--- src/rtl/shdw_pkg.sv ---
package shdw_pkg;
  // replay sequencer phases
  typedef enum logic [1:0] {
    SQ_IDLE = 2'd0,  // choose lowest pending entry, start the store read
    SQ_LOAD = 2'd1,  // store read data arrives
    SQ_SEND = 2'd2   // request held on the target port until acknowledged
  } sq_state_t;
endpackage

--- src/rtl/shdw_decode.sv ---
module shdw_decode #(
  parameter int ADDR_W = 32,
  parameter logic [ADDR_W-1:0] BASE_ADDR = 32'h0003_2000,
  parameter int REGS = 24,
  parameter int IDX_W = 5
) (
  input  logic             clk,
  input  logic             rst,
  input  logic             wr_en,
  input  logic [ADDR_W-1:0] wr_addr,
  output logic             hit,
  output logic [IDX_W-1:0] hit_idx,
  output logic             err_q
);
  localparam logic [ADDR_W-1:0] SPAN = ADDR_W'(REGS * 4);

  logic [ADDR_W-1:0] off;
  logic              in_win;

  always_comb begin
    off     = wr_addr - BASE_ADDR;
    in_win  = (wr_addr >= BASE_ADDR) && (off < SPAN) && (off[1:0] == 2'b00);
    hit     = wr_en && in_win;
    hit_idx = off[IDX_W+1:2];
  end

  always_ff @(posedge clk) begin
    if (rst)
      err_q <= 1'b0;
    else if (wr_en && !in_win)
      err_q <= 1'b1;
  end
endmodule

--- src/rtl/shdw_store.sv ---
module shdw_store #(
  parameter int REGS = 24,
  parameter int IDX_W = 5,
  parameter int VAL_W = 16
) (
  input  logic             clk,
  input  logic             rst,
  input  logic             wr_en,
  input  logic [IDX_W-1:0] wr_idx,
  input  logic [VAL_W-1:0] wr_val,
  input  logic [IDX_W-1:0] rd_idx,
  output logic [VAL_W-1:0] rd_val,
  input  logic             clr_en,
  input  logic [IDX_W-1:0] clr_idx,
  output logic [REGS-1:0]  pend
);
  // value store: one write port, one registered read port, no reset
  logic [VAL_W-1:0] mem [REGS];

  always_ff @(posedge clk) begin
    if (wr_en)
      mem[wr_idx] <= wr_val;
    rd_val <= mem[rd_idx];
  end

  // pending flags: a new write wins over a clear in the same cycle
  genvar g;
  generate
    for (g = 0; g < REGS; g++) begin : g_pend
      always_ff @(posedge clk) begin
        if (rst)
          pend[g] <= 1'b0;
        else if (wr_en && wr_idx == IDX_W'(g))
          pend[g] <= 1'b1;
        else if (clr_en && clr_idx == IDX_W'(g))
          pend[g] <= 1'b0;
      end
    end
  endgenerate
endmodule

--- src/rtl/shdw_replay.sv ---
module shdw_replay
  import shdw_pkg::*;
#(
  parameter int REGS = 24,
  parameter int CHANNELS = 12,
  parameter int IDX_W = 5,
  parameter int CH_W = 4,
  parameter int VAL_W = 16
) (
  input  logic             clk,
  input  logic             rst,
  input  logic             pwr_up,
  input  logic [REGS-1:0]  pend,
  input  logic             host_hit,
  input  logic [IDX_W-1:0] host_idx,
  output logic [IDX_W-1:0] rd_idx,
  input  logic [VAL_W-1:0] rd_val,
  output logic             clr_en,
  output logic [IDX_W-1:0] clr_idx,
  output logic             tgt_valid,
  output logic             tgt_dst,
  output logic [CH_W-1:0]  tgt_chan,
  output logic [VAL_W-1:0] tgt_data,
  input  logic             tgt_ack
);
  sq_state_t        state;
  logic [IDX_W-1:0] cur_idx;
  logic             redo_q;
  logic             pick_any;
  logic [IDX_W-1:0] pick_idx;
  logic             hit_cur;
  logic             hit_pick;
  logic [IDX_W-1:0] dst_rel;

  // lowest pending entry wins
  always_comb begin
    pick_any = 1'b0;
    pick_idx = '0;
    for (int i = REGS - 1; i >= 0; i--) begin
      if (pend[i]) begin
        pick_any = 1'b1;
        pick_idx = IDX_W'(i);
      end
    end
  end

  always_comb begin
    hit_cur  = host_hit && (host_idx == cur_idx);
    hit_pick = host_hit && (host_idx == pick_idx);
    rd_idx   = (state == SQ_IDLE) ? pick_idx : cur_idx;
    clr_idx  = cur_idx;
    clr_en   = (state == SQ_SEND) && tgt_valid && tgt_ack && pwr_up && !(redo_q || hit_cur);
    dst_rel  = cur_idx - IDX_W'(CHANNELS);
  end

  always_ff @(posedge clk) begin
    if (rst) begin
      state     <= SQ_IDLE;
      cur_idx   <= '0;
      redo_q    <= 1'b0;
      tgt_valid <= 1'b0;
      tgt_dst   <= 1'b0;
      tgt_chan  <= '0;
      tgt_data  <= '0;
    end else begin
      case (state)
        SQ_IDLE: begin
          if (pwr_up && pick_any) begin
            cur_idx <= pick_idx;
            redo_q  <= hit_pick;
            state   <= SQ_LOAD;
          end
        end
        SQ_LOAD: begin
          redo_q <= redo_q | hit_cur;
          if (!pwr_up) begin
            state <= SQ_IDLE;
          end else begin
            tgt_valid <= 1'b1;
            tgt_data  <= rd_val;
            if (cur_idx >= IDX_W'(CHANNELS)) begin
              tgt_dst  <= 1'b1;
              tgt_chan <= dst_rel[CH_W-1:0];
            end else begin
              tgt_dst  <= 1'b0;
              tgt_chan <= cur_idx[CH_W-1:0];
            end
            state <= SQ_SEND;
          end
        end
        SQ_SEND: begin
          redo_q <= redo_q | hit_cur;
          if (!pwr_up || tgt_ack) begin
            tgt_valid <= 1'b0;
            state     <= SQ_IDLE;
          end
        end
        default: state <= SQ_IDLE;
      endcase
    end
  end
endmodule

--- src/rtl/ring_widx_shadow.sv ---
module ring_widx_shadow #(
  parameter int CHANNELS = 12,
  parameter int ADDR_W = 32,
  parameter int DATA_W = 32,
  parameter int VAL_W = 16,
  parameter logic [ADDR_W-1:0] BASE_ADDR = 32'h0003_2000,
  localparam int REGS = 2 * CHANNELS,
  localparam int IDX_W = $clog2(REGS),
  localparam int CH_W = $clog2(CHANNELS)
) (
  input  logic              clk,
  input  logic              rst,
  input  logic              host_wr_en,
  input  logic [ADDR_W-1:0] host_wr_addr,
  input  logic [DATA_W-1:0] host_wr_data,
  input  logic              subsys_up,
  output logic              tgt_wr_valid,
  output logic              tgt_wr_dst,
  output logic [CH_W-1:0]   tgt_wr_chan,
  output logic [VAL_W-1:0]  tgt_wr_data,
  input  logic              tgt_wr_ack,
  output logic              addr_err
);
  logic             hit;
  logic [IDX_W-1:0] hit_idx;
  logic [IDX_W-1:0] rd_idx;
  logic [VAL_W-1:0] rd_val;
  logic             clr_en;
  logic [IDX_W-1:0] clr_idx;
  logic [REGS-1:0]  pend;
  logic             unused_hi;

  assign unused_hi = ^host_wr_data[DATA_W-1:VAL_W];

  shdw_decode #(
    .ADDR_W(ADDR_W), .BASE_ADDR(BASE_ADDR), .REGS(REGS), .IDX_W(IDX_W)
  ) u_decode (
    .clk(clk), .rst(rst), .wr_en(host_wr_en), .wr_addr(host_wr_addr),
    .hit(hit), .hit_idx(hit_idx), .err_q(addr_err)
  );

  shdw_store #(
    .REGS(REGS), .IDX_W(IDX_W), .VAL_W(VAL_W)
  ) u_store (
    .clk(clk), .rst(rst), .wr_en(hit), .wr_idx(hit_idx),
    .wr_val(host_wr_data[VAL_W-1:0]), .rd_idx(rd_idx), .rd_val(rd_val),
    .clr_en(clr_en), .clr_idx(clr_idx), .pend(pend)
  );

  shdw_replay #(
    .REGS(REGS), .CHANNELS(CHANNELS), .IDX_W(IDX_W), .CH_W(CH_W), .VAL_W(VAL_W)
  ) u_replay (
    .clk(clk), .rst(rst), .pwr_up(subsys_up), .pend(pend),
    .host_hit(hit), .host_idx(hit_idx), .rd_idx(rd_idx), .rd_val(rd_val),
    .clr_en(clr_en), .clr_idx(clr_idx), .tgt_valid(tgt_wr_valid),
    .tgt_dst(tgt_wr_dst), .tgt_chan(tgt_wr_chan), .tgt_data(tgt_wr_data),
    .tgt_ack(tgt_wr_ack)
  );
endmodule

--- config.mk ---
export PLATFORM = sky130hd
export DESIGN_NAME = ring_widx_shadow
export DESIGN_NICKNAME = d
export VERILOG_FILES = /design/src/rtl/shdw_pkg.sv /design/src/rtl/shdw_decode.sv /design/src/rtl/shdw_store.sv /design/src/rtl/shdw_replay.sv /design/src/rtl/ring_widx_shadow.sv
export SDC_FILE = /design/constraint.sdc
export NUM_CORES = 1
export LEC_CHECK = 0
export ABC_AREA = 1
export BUFFER_PORTS_ARGS = -buffer_cell sky130_fd_sc_hd__buf_2
export CELL_PAD_IN_SITES_DETAIL_PLACEMENT = 1
export CELL_PAD_IN_SITES_GLOBAL_PLACEMENT = 2
export CORE_MARGIN = 2
export CORE_UTILIZATION = 44
export DETAILED_ROUTE_END_ITERATION = 8
export HOLD_SLACK_MARGIN = 0.15
export PLACE_DENSITY = 0.89
export SYNTH_ARGS = -nofsm -noshare
export SYNTH_HDL_FRONTEND = slang
export SYNTH_SLANG_ARGS = --single-unit
--- constraint.sdc ---
create_clock -name clk -period 6.1 [get_ports clk]
set_input_delay 0.915 -clock clk [delete_from_list [all_inputs] [get_ports clk]]
set_output_delay 0.915 -clock clk [all_outputs]
set_load 0.01 [all_outputs]
==> results by group <==
Drt
  • DRC errors left: 0
  • Met2 Wirelength: 28700 um
  • Drt total wl: 56900 um
  • Vias: 14.5k
  • WL per Instance: 21.5 um
  • Initial DRT Pass Iterations: 5
  • Via density: 5.47
  • Final ANT Viol Nets: 0
  • DR top layer: met4
  • 1st-iter DRT viols: 1045
  • Routed length on met1: 23800 um
  • Routed wl met3: 2440 um

Worst setup path
  • Crit path buf inv count: 2
  • CP arrival: 4920 ps
  • CP required: 6620 ps
  • Crit Path Category: reg -> reg
  • Crit. End Element: register
  • CP peak stage delay: 940 ps
  • Crit path top cell by count: nand2_1
  • CP Launch Type: register
  • Crit path max-delay family: simple AND/OR/NAND/NOR gates
  • Slowest cell on the critical path: inv_2
  • CP max FO: 101

Pwr
  • Maximum VDD drop: 0.208 mV
  • Pwr dens: 283 nW/um^2
  • Leak pwr: 0.00866 uW

GRT
  • First-pass GRT wire length: 88200 um
  • Vias in the first global route: 15.5k
  • Initial antenna violation count: 0
  • Largest net degree at the start of global routing: 111
  • GRT overflow: 0
  • GRT Util Overall: 0.245

CTS
  • CTS tree: done
  • # resized after CTS: 0
  • Cts hold-fix bufs: 0
  • Clk_lat worst skew: 590 ps
  • Clock sinks: 455
  • Root buf cell: clkbuf_16
  • Post-CTS Setup Bufs: 0
  • Total CTS buffers: 49
  • Clock-pin slew on the worst setup and hold paths: 60 ps
  • Clock tree buffer depth: 3
  • H-tree depth reported by CTS: 2

Logic synthesis
  • Yosys warnings: 0
  • Register area share after synthesis: 0.646
  • Post-synthesis adder-cell area fraction: 0.00499
  • Simple-gate share of the synthesized area: 0.204
  • Mean Syn Cell Area: 10.2 sq um
  • Synth Area in XOR/XNOR: 0.00262
  • Post-synthesis mux area share: 0.000499
  • Largest family of logic cells by synthesized area: simple AND/OR/NAND/NOR gates
  • Mapped cell area: 20100 sq um
  • FF+latch count, synth: 455
  • Yosys cell types: 48
  • Post-synthesis compound-gate area fraction: 0.0534
  • Net count after synthesis: 2036
  • Post-Syn Instances: 1959

Placement
  • Placer's final routability congestion estimate: 0.870
  • Placed insts: 2554
  • Buffers on Ports: 75
  • DPL Wire Length: 33600 um

STA
  • Final period utilization: 0.722
  • Setup TNS: 0 ps
  • Max-slew violations: 0
  • Final min period: 4410 ps
  • RSZ-0062 raised after global routing: no
  • Setup Skew: 17.4 ps
  • Slew HR: 0.237
  • Actual slew at the worst max-slew pin: 1140 ps
  • Hold slack: 453 ps
  • Final setup vio count: 0
  • F_max: 227 MHz
  • Final Hold Fails: 0

Finish
  • Layout cells sized above 1: 0.104
  • # diodes: 0
  • Number of nets in the layout: 2082
  • Finished Layout Cells: 2646
  • Synthesis-to-finish area growth: 11.9%
  • Fill cell count: 4990

Run status
  • Status: complete, no violations

Floorplan
  • Die extent in y: 218 um
  • Area of the core: 45200 sq um
  • Die X: 218 um
  • Initial core utilization: 0.444
  • Die area: 47300 sq um
  • IO Count: 92
  • Row count: 78

Min path
  • Worst Hold Class: reg -> reg

Job
  • MaxCap Viol Count: 0
tightest hold or removal path, stage by stage (launching register included):
cell,delay [ps]
dfxtp_1,310
inv_1,50
a21oi_1,50
cell type report:
type / instances / area [sq um] / area share
timing repair buffer: 100 / 576 / 0.0256
inverter: 314 / 1180 / 0.0526
sequential: 455 / 13000 / 0.577
clock inverter: 16 / 101 / 0.00452
multi-input combinational: 1085 / 5420 / 0.241
tap: 600 / 751 / 0.0335
clock buffer: 76 / 1460 / 0.0651
cell families (layout without fill, tap and decap cells):
family / Yosys count / in the layout
and+or+nand+nor: 874 / 874
AOI/OAI and AO/OA: 196 / 196
buffers and inverters: 419 / 506
muxes: 1 / 1
adders and majority gates: 8 / 8
xor gates and xnor gates: 6 / 6
DFF: 455 / 455
cells in the mapped netlist (all sizes together):
cell type	count	share of area
dfxtp	71	0.071
o311ai	1	0.00044
nor4b	1	0.00044
xor2	5	0.0022
clkbuf	45	0.0085
nand4	4	0.0012
o21bai	1	0.00037
clkinv	1	0.00019
or2	1	0.00031
a311oi	1	0.00044
a211oi	2	0.00075
xnor2	1	0.00044
o22ai	2	0.00062
o211ai	20	0.0075
edfxtp	384	0.57
a31oi	2	0.00062
inv	313	0.059
nor2	179	0.034
nor4	11	0.0045
nand3	363	0.091
o21ai	112	0.028
nand3b	64	0.024
buf	60	0.022
o2111ai	2	0.00087
or4	1	0.00037
a21oi	50	0.012
o21a	1	0.00037
ha	8	0.0050
o31ai	1	0.00037
a221oi	1	0.00044
nor3	5	0.0017
mux2i	1	0.00050
nand2	245	0.046
per-stage QoR:
stage                util  power [uW]  worst slack [ps]  instance area [sq um]
floorplan               -        3460              2400                  20100
global placement    0.462        3520              1740                  20900
detailed placement  0.462        3530              1670                  20900
CTS                 0.497        6410              1690                  22400
global route        0.497        6530              1150                  22400
finish              0.497        6360              1690                  22400
flip-flops by register name, summed over array words and instances (netlist names), 2 cells and up:
signal,flops
u_store.rd_val,16
u_store.pend,24
u_store.mem,384
u_replay.clr_idx,5
u_replay.tgt_chan,4
u_replay.tgt_data,16
u_replay.state,2
final timing paths:
kind | end | depth (start not counted) | startpoint | slack (ps)
max reg2reg | u_store.rd_val[3]$_DFF_P_ | 32 | u_store.pend[22]$_SDFFE_PP0P_ | 1690
min reg2reg | u_decode.err_q$_SDFFE_PP0P_ | 2 | u_decode.err_q$_SDFFE_PP0P_ | 450
min | u_decode.err_q$_SDFFE_PP0P_ | 2 | u_decode.err_q$_SDFFE_PP0P_ | 450
max | u_store.rd_val[3]$_DFF_P_ | 32 | u_store.pend[22]$_SDFFE_PP0P_ | 1690
power breakdown:
| part | switching [uW] | internal (uW) |
|---|---|---|
| clock | 1210 | 1690 |
| combinational | 75.4 | 21.4 |
| sequential | 0.226 | 3370 |
layer usage:
| layer | track usage | up-vias |
|---|---|---|
| met5 | 0 | - |
| met4 | 0.0904 | 0 |
| met2 | 0.430 | 317 |
| li1 | - | 6713 |
| met3 | 0.0397 | 107 |
| met1 | 0.305 | 7344 |
cells in the final DEF (no fill, tap or decap), types with 3 or more instances in the layout:
cell         n
xor2_1       5
o21ai_1     36
nor3_1       3
nand2_1    242
nand3_1    362
nand4_1      4
ha_1         8
edfxtp_1   384
a21oi_1     50
dfxtp_1     71
inv_1      307
buf_2       75
nor2_2      25
buf_4       24
clkinv_1     7
o211ai_1    20
nor2_1     154
o21ai_0     73
clkbuf_16   52
clkbuf_1    17
clkinv_2     9
inv_2        5
nor4_1       9
nand3b_1    64
clkbuf_8     7
Power figures use the tool's default switching activity.
